`src/rtl/dpa_pkg.sv`:
```
package dpa_pkg;
  typedef enum logic [1:0] {
    OWN_NONE  = 2'd0,
    OWN_LEFT  = 2'd1,
    OWN_RIGHT = 2'd2
  } owner_e;

  localparam int NPORT = 2;
  localparam int PL    = 0;
  localparam int PR    = 1;
endpackage

```
`src/rtl/dpa_port_track.sv`:
```
module dpa_port_track #(
  parameter int AW = 8
) (
  input  logic          clk,
  input  logic          rst_n,
  input  logic          en,
  input  logic [AW-1:0] addr,
  output logic          settled
);
  logic          en_q, en_d;
  logic [AW-1:0] addr_q, addr_d;
  logic          trk_ce;

  // capture only while the port is or was active
  assign trk_ce = en | en_q;

  always_comb begin
    en_d   = en_q;
    addr_d = addr_q;
    if (trk_ce) begin
      en_d   = en;
      addr_d = addr;
    end
  end

  always_ff @(posedge clk or negedge rst_n) begin
    if (!rst_n) begin
      en_q   <= 1'b0;
      addr_q <= '0;
    end else begin
      en_q   <= en_d;
      addr_q <= addr_d;
    end
  end

  assign settled = en & en_q & (addr == addr_q);
endmodule

```
`src/rtl/dpa_arb_core.sv`:
```
module dpa_arb_core
  import dpa_pkg::*;
(
  input  logic   clk,
  input  logic   rst_n,
  input  logic   contend,
  input  logic   l_settled,
  input  logic   r_settled,
  output owner_e owner
);
  owner_e owner_q, owner_d, fresh;

  // fresh pick: earlier arrival wins, ties go to the left
  always_comb begin
    if (r_settled && !l_settled) fresh = OWN_RIGHT;
    else                         fresh = OWN_LEFT;
  end

  always_comb begin
    if (!contend)                owner_d = OWN_NONE;
    else if (owner_q != OWN_NONE) owner_d = owner_q;
    else                         owner_d = fresh;
  end

  always_ff @(posedge clk or negedge rst_n) begin
    if (!rst_n) owner_q <= OWN_NONE;
    else        owner_q <= owner_d;
  end

  assign owner = owner_d;
endmodule

```
`src/rtl/dpa_wr_gate.sv`:
```
module dpa_wr_gate (
  input  logic clk,
  input  logic rst_n,
  input  logic master_en,
  input  logic en,
  input  logic wr_req,
  input  logic arb_busy,
  input  logic ext_busy_n,
  output logic busy_n,
  output logic wr_ok
);
  logic ext_q, ext_d;
  logic settle_ok;

  always_comb ext_d = ext_busy_n;

  always_ff @(posedge clk or negedge rst_n) begin
    if (!rst_n) ext_q <= 1'b1;
    else        ext_q <= ext_d;
  end

  assign settle_ok = ext_busy_n & ext_q;

  always_comb begin
    if (master_en) begin
      busy_n = ~arb_busy;
      wr_ok  = en & wr_req & ~arb_busy;
    end else begin
      busy_n = ext_busy_n;
      wr_ok  = en & wr_req & settle_ok;
    end
  end
endmodule

```
`src/rtl/dp_contention_arb.sv`:
```
module dp_contention_arb
  import dpa_pkg::*;
#(
  parameter int AW = 8
) (
  input  logic          clk,
  input  logic          rst_n,
  input  logic          master_en,
  input  logic          l_en,
  input  logic [AW-1:0] l_addr,
  input  logic          l_wr_req,
  input  logic          r_en,
  input  logic [AW-1:0] r_addr,
  input  logic          r_wr_req,
  input  logic          ext_l_busy_n,
  input  logic          ext_r_busy_n,
  output logic          l_busy_n,
  output logic          r_busy_n,
  output logic          l_wr_ok,
  output logic          r_wr_ok
);
  logic          rst_meta, rst_sync_n;
  logic          en_v      [NPORT];
  logic [AW-1:0] addr_v    [NPORT];
  logic          req_v     [NPORT];
  logic          ext_v     [NPORT];
  logic          settled_v [NPORT];
  logic          arb_busy_v[NPORT];
  logic          busy_v    [NPORT];
  logic          wr_v      [NPORT];
  logic          contend;
  owner_e        owner;

  // reset: asserted at once, released after two clock edges
  always_ff @(posedge clk or negedge rst_n) begin
    if (!rst_n) begin
      rst_meta   <= 1'b0;
      rst_sync_n <= 1'b0;
    end else begin
      rst_meta   <= 1'b1;
      rst_sync_n <= rst_meta;
    end
  end

  assign en_v[PL]   = l_en;     assign en_v[PR]   = r_en;
  assign addr_v[PL] = l_addr;   assign addr_v[PR] = r_addr;
  assign req_v[PL]  = l_wr_req; assign req_v[PR]  = r_wr_req;
  assign ext_v[PL]  = ext_l_busy_n;
  assign ext_v[PR]  = ext_r_busy_n;

  assign contend = l_en & r_en & (l_addr == r_addr);

  dpa_arb_core u_core (
    .clk       (clk),
    .rst_n     (rst_sync_n),
    .contend   (contend),
    .l_settled (settled_v[PL]),
    .r_settled (settled_v[PR]),
    .owner     (owner)
  );

  assign arb_busy_v[PL] = (owner == OWN_RIGHT);
  assign arb_busy_v[PR] = (owner == OWN_LEFT);

  for (genvar p = 0; p < NPORT; p++) begin : g_port
    dpa_port_track #(.AW(AW)) u_trk (
      .clk     (clk),
      .rst_n   (rst_sync_n),
      .en      (en_v[p]),
      .addr    (addr_v[p]),
      .settled (settled_v[p])
    );
    dpa_wr_gate u_gate (
      .clk        (clk),
      .rst_n      (rst_sync_n),
      .master_en  (master_en),
      .en         (en_v[p]),
      .wr_req     (req_v[p]),
      .arb_busy   (arb_busy_v[p]),
      .ext_busy_n (ext_v[p]),
      .busy_n     (busy_v[p]),
      .wr_ok      (wr_v[p])
    );
  end

  assign l_busy_n = busy_v[PL];
  assign r_busy_n = busy_v[PR];
  assign l_wr_ok  = wr_v[PL];
  assign r_wr_ok  = wr_v[PR];
endmodule

```
`config.mk`:
```
export PLATFORM = sky130hd
export DESIGN_NAME = dp_contention_arb
export DESIGN_NICKNAME = d
export VERILOG_FILES = /design/src/rtl/dpa_pkg.sv /design/src/rtl/dpa_port_track.sv /design/src/rtl/dpa_arb_core.sv /design/src/rtl/dpa_wr_gate.sv /design/src/rtl/dp_contention_arb.sv
export SDC_FILE = /design/constraint.sdc
export NUM_CORES = 1
export LEC_CHECK = 0
export BUFFER_PORTS_ARGS = -buffer_cell sky130_fd_sc_hd__buf_2
export CAP_MARGIN = 20
export CORE_MARGIN = 3
export CORE_UTILIZATION = 31
export CTS_CLUSTER_SIZE = 40
export DETAILED_ROUTE_END_ITERATION = 10
export GPL_ROUTABILITY_DRIVEN = 0
export PLACE_DENSITY = 0.54
export RECOVER_POWER = 100
export SETUP_SLACK_MARGIN = 0.15
export SYNTH_ARGS = -nofsm -noshare
export SYNTH_HDL_FRONTEND = slang
export SYNTH_SLANG_ARGS = --single-unit
```
`constraint.sdc`:
```
create_clock -name clk -period 3.18 [get_ports clk]
set_input_delay 0.636 -clock clk [delete_from_list [all_inputs] [get_ports clk]]
set_output_delay 0.636 -clock clk [all_outputs]
set_load 0.02 [all_outputs]
```
== Word level (Yosys, flattened, before mapping) ==
Index checks and enable logic that the tools add are counted.
Operators by class
  $add $sub $neg: 0
  $mul: 0
  div/mod/pow operators: 0
  magnitude comparators: 0
  eq/ne operators: 5
  shift-type cells: 0
  mux-type cells: 7
  bitwise logic cells: 18
  reductions and logical operators: 3
Operators by type and width (number)
  $eq A8 B8 Y1: 3
  $and A1 B1 Y1: 14
  $mux W2: 3
  $mux W1: 4
  $eq A2 B1 Y1 const B: 1
  $eq A2 B2 Y1 const B: 1
  $not A1 Y1: 2
  $or A1 B1 Y1: 2
  $reduce_bool A2 Y1: 1
  $logic_and A1 B1 Y1: 1
  $logic_not A1 Y1: 1
Word-level totals
  flip-flop bits (word level): 24
  latch bits: 0
  RAM bits: 0
  bits in read-only memories: 0
  input bits: 25
  output and inout bits: 4
  word-level logic and storage cells: 42
  memories: 0

== Longest topological paths before layout ==
  depth after elaboration: 11
  gate-level depth with buffers: 5
  gate-level depth less buffers: 5

== Modules after synthesis ==
Synthesis repeated with hierarchy kept, for this count alone.
Unflattened totals
  cell total of the unflattened synthesis: 101
  area, all modules: 1212.4 sq um
By module, submodules not included
  dpa_port_track: times used 2, cells each 31, area each 421.7 sq um
  dp_contention_arb: times used 1, cells each 17, area each 162.7 sq um
  dpa_wr_gate: times used 2, cells each 7, area each 57.6 sq um
  dpa_arb_core: times used 1, cells each 8, area each 91.3 sq um

== Worst setup path before layout ==
No wires, ideal clock.
  path kind: input-to-output
  start: in r_addr[3]
  end: out r_busy_n
  arrival time: 2024 ps
  data required time: 2544 ps
  path slack: 520 ps
  stages: 5
  path buffers: 0
  cells stage by stage: xnor2_1 nand3_1 or4_4 or2_4 a31oi_1
On the way
  word-level cells in the longest chain between the ends: 9
Ends and longest elaborated chain
  start, declared: RTL line dp_contention_arb.sv:13  | input logic [AW-1:0] r_addr,
  $eq A8 B8 Y1: RTL line dpa_port_track.sv:36  | assign settled = en & en_q & (addr == addr_q);
  $and A1 B1 Y1: RTL line dpa_port_track.sv:36
  $logic_and A1 B1 Y1: RTL line dpa_arb_core.sv:15  | if (r_settled && !l_settled) fresh = OWN_RIGHT;
  $mux W2: RTL line dpa_arb_core.sv:15
  $mux W2: RTL line dpa_arb_core.sv:21  | else if (owner_q != OWN_NONE) owner_d = owner_q;
  $mux W2 *: RTL line dpa_arb_core.sv:20  | if (!contend) owner_d = OWN_NONE;
  $eq A2 B1 Y1 *: RTL line dp_contention_arb.sv:63  | assign arb_busy_v[PR] = (owner == OWN_LEFT);
  $not A1 Y1 *: RTL line dpa_wr_gate.sv:26  | busy_n = ~arb_busy;
  $mux W1 *: RTL line dpa_wr_gate.sv:25  | if (master_en) begin
  end, declared: RTL line dp_contention_arb.sv:18  | output logic r_busy_n,
Mark *: on every way between the ends. The rest lies on a longest branch, timed or not.

== Worst setup path after layout ==
  start: in r_addr[5]
  end: out r_busy_n
Same word-level chain as after synthesis.

==> metrics.md <==
| Metric | Value |
|---|---|
| Outcome | `completed` |
| Gr usage total | `between 10 and 15%` |
| Post-route ant nets | `0` |
| Crit. End Element | `output pin` |
| Num rows | `21` |
| Period utilisation layout | `91.0%` |
| Nature of the critical path startpoint | `input port` |
| Net Switching | `between 0.0001 and 0.00015 W` |
| P_int | `around 0.00047 W` |
| Register-to-Register Path Depth | `5` |
| DR top layer | `met4` |
| Setup-failing EPs final | `0` |
| DIE HEIGHT | `approximately 68 µm` |
| Vias per cell | `between 4 and 5` |
| Area Overhead vs Synth | `18.8%` |
| Clock share of power | `between 20% and 30%` |
| Final slew viol count | `0` |
| CP Data Arrival Time | `2260 ps` |
| Max-cap violations | `0` |
| Post-synthesis cell type count | `22` |
| Flops & latches, synth | `24` |
| Type of the tightest min-delay check | `input port to async pin` |
| TNS Setup | `0 ps` |
| H-tree levels | `1` |
| Syn_nets | `around 120` |
| Critical path required time | `2540 ps` |
| Leakage power | `0.564 nW` |
| Met1 WL | `around 1000 µm` |
| Post-synth EDFFs | `0` |
| IO buf count | `28` |
| CTS tree | `built` |
| Pin count of the biggest net entering global routing | `23` |
| Post-CTS Hold Fix Bufs | `0` |
| Post-CTS Repair Setup Buffers | `0` |
| Combinational share of power | `around 16%` |
| Final setup margin | `288 ps` |
| Pre-CTS setup slack | `between 300 and 400 ps` |
| Vias in the first global route | `837` |
| FILL cells | `~370` |
| Number of diodes | `0` |
| First-pass iteration count of the detailed router | `4` |
| Share of power burned in registers | `between 50% and 60%` |
| Worst vdd ir | `roughly 0.24 mV` |
| Total die area | `between 4000 and 5000 µm²` |
| Setup CP Type | `input port to output pin` |
| Reg-to-Reg End | `u_core.owner_q[0]$_DFF_PN0_` |
| # DRC | `0` |
| Post-Place Cells | `about 170` |
| Crit Path Max Fanout | `4` |
| Highest Clock Rate | `approximately 350 MHz` |
| Critical Path End | `r_busy_n` |
| Share of layout cells above drive strength 1 | `about a fifth` |
| DR vias | `around 790` |
| WL met3 | `about 170 µm` |
| Grt total ovfl | `0` |
| R2R setup slack | `between 1000 and 1500 ps` |
| Syn Inst Count | `99` |
| Cell area power density | `approximately 440 nW/µm²` |
| Setup Skew | `approximately 1.3 ps` |
| Synthesized area | `1190 µm²` |
| Yosys Warn Count | `0` |
| Initial drt markers | `10` |
| WL/cell | `between 10 and 15 µm` |
| Switching share of total power | `24.3%` |
| Final Hold Violating Endpoints | `0` |
| Post-route insts no fill | `roughly 180` |
| I/O Pins | `29` |
| CP startpoint | `r_addr[5]` |
| Initial antenna violation count | `0` |
| DP Wirelength | `1790 µm` |
| Initial Util | `about a third` |
| Synth top area share | `~46%` |
| Clock slew at reported path FFs | `about 80 ps` |
| Synth area leaders | `dfrtp_1 46%, xnor2_1 18%, mux2_1 15%` |
| Total wire length | `2200 µm` |
| Async set-reset flop share out of synthesis | `100%` |
| Met2 wire length | `between 1000 and 1500 µm` |
| Layout Nets | `between 150 and 200` |
| Fin crit period | `2890 ps` |
| # clock sinks | `24` |
| Die width | `around 68 µm` |
| Top FF cell, synth | `dfrtp_1` |
| Synth area leader | `dfrtp_1` |
| RSZ-0062 raised after global routing | `no` |
| Worst R2R Start | `g_port[1].u_trk.addr_q[5]$_DFFE_PN0P_` |
| Post-CTS sizing | `0` |
| Num CTS Buffers | `3` |
| CTS root buf | `clkbuf_8` |
| Seq/Total Area, Yosys | `between 50% and 60%` |
| Bufs on Longest Clock Path | `2` |
| Mean post-synth cell area | `around 12 µm²` |
| Global-route wire length before repair | `~3800 µm` |
| Relative slew slack | `a little over two fifths` |
| Slew @ Worst Pin | `between 800 and 900 ps` |
| Skew-Pair Late Insertion Delay | `260 ps` |
| Placeable Area | `3520 µm²` |
## logic make-up after synthesis
logic type	Yosys count	synth area share [%]
DFF	24	50.8
and+or+nand+nor	23	10.9
xor gates and xnor gates	24	17.7
other	1	0.316
AOI/OAI and AO/OA	8	4.21
buffers and inverters	3	0.948
muxes	16	15.2
## how the worst min path moves through the flow
stage,from,to,cells past startpoint
final,rst_n,rst_meta$_DFF_PN0_,1
after global routing,rst_n,rst_meta$_DFF_PN0_,1
after detailed placement,rst_meta$_DFF_PN0_,rst_sync_n$_DFF_PN0_,0
after global placement,rst_meta$_DFF_PN0_,rst_sync_n$_DFF_PN0_,0
after floorplan,rst_sync_n$_DFF_PN0_,g_port[0].u_trk.addr_q[0]$_DFFE_PN0P_,0
after CTS,rst_n,rst_meta$_DFF_PN0_,1
## layout by cell type, fill, tap and decap left out, drive strengths merged, types with 2 or more instances in the layout
cell type / instances
buf: 20
dfrtp: 22
a21oi: 2
nor3: 2
a21o: 2
dfstp: 2
nor2: 4
mux2: 16
a31oi: 2
nand3: 8
xnor2: 24
clkbuf: 12
nand4: 3
## registers in the layout, indices dropped and copies added, names as in the netlist
signal / count
g_port.u_trk.en_q: 2
g_port.u_trk.addr_q: 16
g_port.u_gate.ext_q: 2
rst_sync_n: 1
u_core.owner_q: 2
rst_meta: 1
## per-layer routing
layer | track usage [%] | up-vias
li1 | - | 399
met1 | 14.2 | 360
met2 | 18.7 | 26
met3 | 3.45 | 2
met4 | 2.23 | 0
met5 | 0 | -
## stage by stage
step / hold WS [ps] / total power (W) / utilization [%] / instance area [µm²]
after global routing: 136 / 0.000662 / 40.0 / 1410
after detailed placement: 337 / 0.000449 / 39.1 / 1380
after global placement: 339 / 0.000446 / 39.1 / 1380
after CTS: 135 / 0.000634 / 40.4 / 1420
final: 146 / 0.000618 / 40.0 / 1410
after floorplan: 279 / 0.000409 / - / 1190
## power groups by stage
| stage | logic (W) | registers, W | clock network (W) |
|---|---|---|---|
| 2_1_floorplan | 0.0000619 | 0.000347 | 0 |
| 3_3_place_gp | 0.0000963 | 0.000350 | 0 |
| 3_5_place_dp | 0.0000978 | 0.000351 | 0 |
| 4_1_cts | 0.0000985 | 0.000345 | 0.000190 |
| 5_1_grt | 0.000106 | 0.000348 | 0.000207 |
| 6_report | 0.0000955 | 0.000344 | 0.000178 |
## Yosys cell counts, drive strengths merged (2+ instances only)
cell type / number
dfrtp: 22
nand4: 3
nand3: 8
nor3: 2
clkbuf: 2
nor2: 4
mux2: 16
a21o: 2
xnor2: 24
a31oi: 2
dfstp: 2
a21oi: 2
## worst max-delay path, stage by stage
cell      delay, ps
buf_2           130
xnor2_1         140
nand4_1         140
or4_4           500
or2_0           270
a31oi_1         190
clkbuf_1        250
## cell type report
class                      count  area [µm²]  share of cell area, %
sequential                    24         603                   42.8
timing repair buffer          28         130                   9.23
tap                           46        57.6                   4.08
multi-input combinational     72         571                   40.5
inverter                       1        3.75                  0.266
clock buffer                   4        45.0                   3.19
No activity file was read; power rests on OpenSTA's default activity.
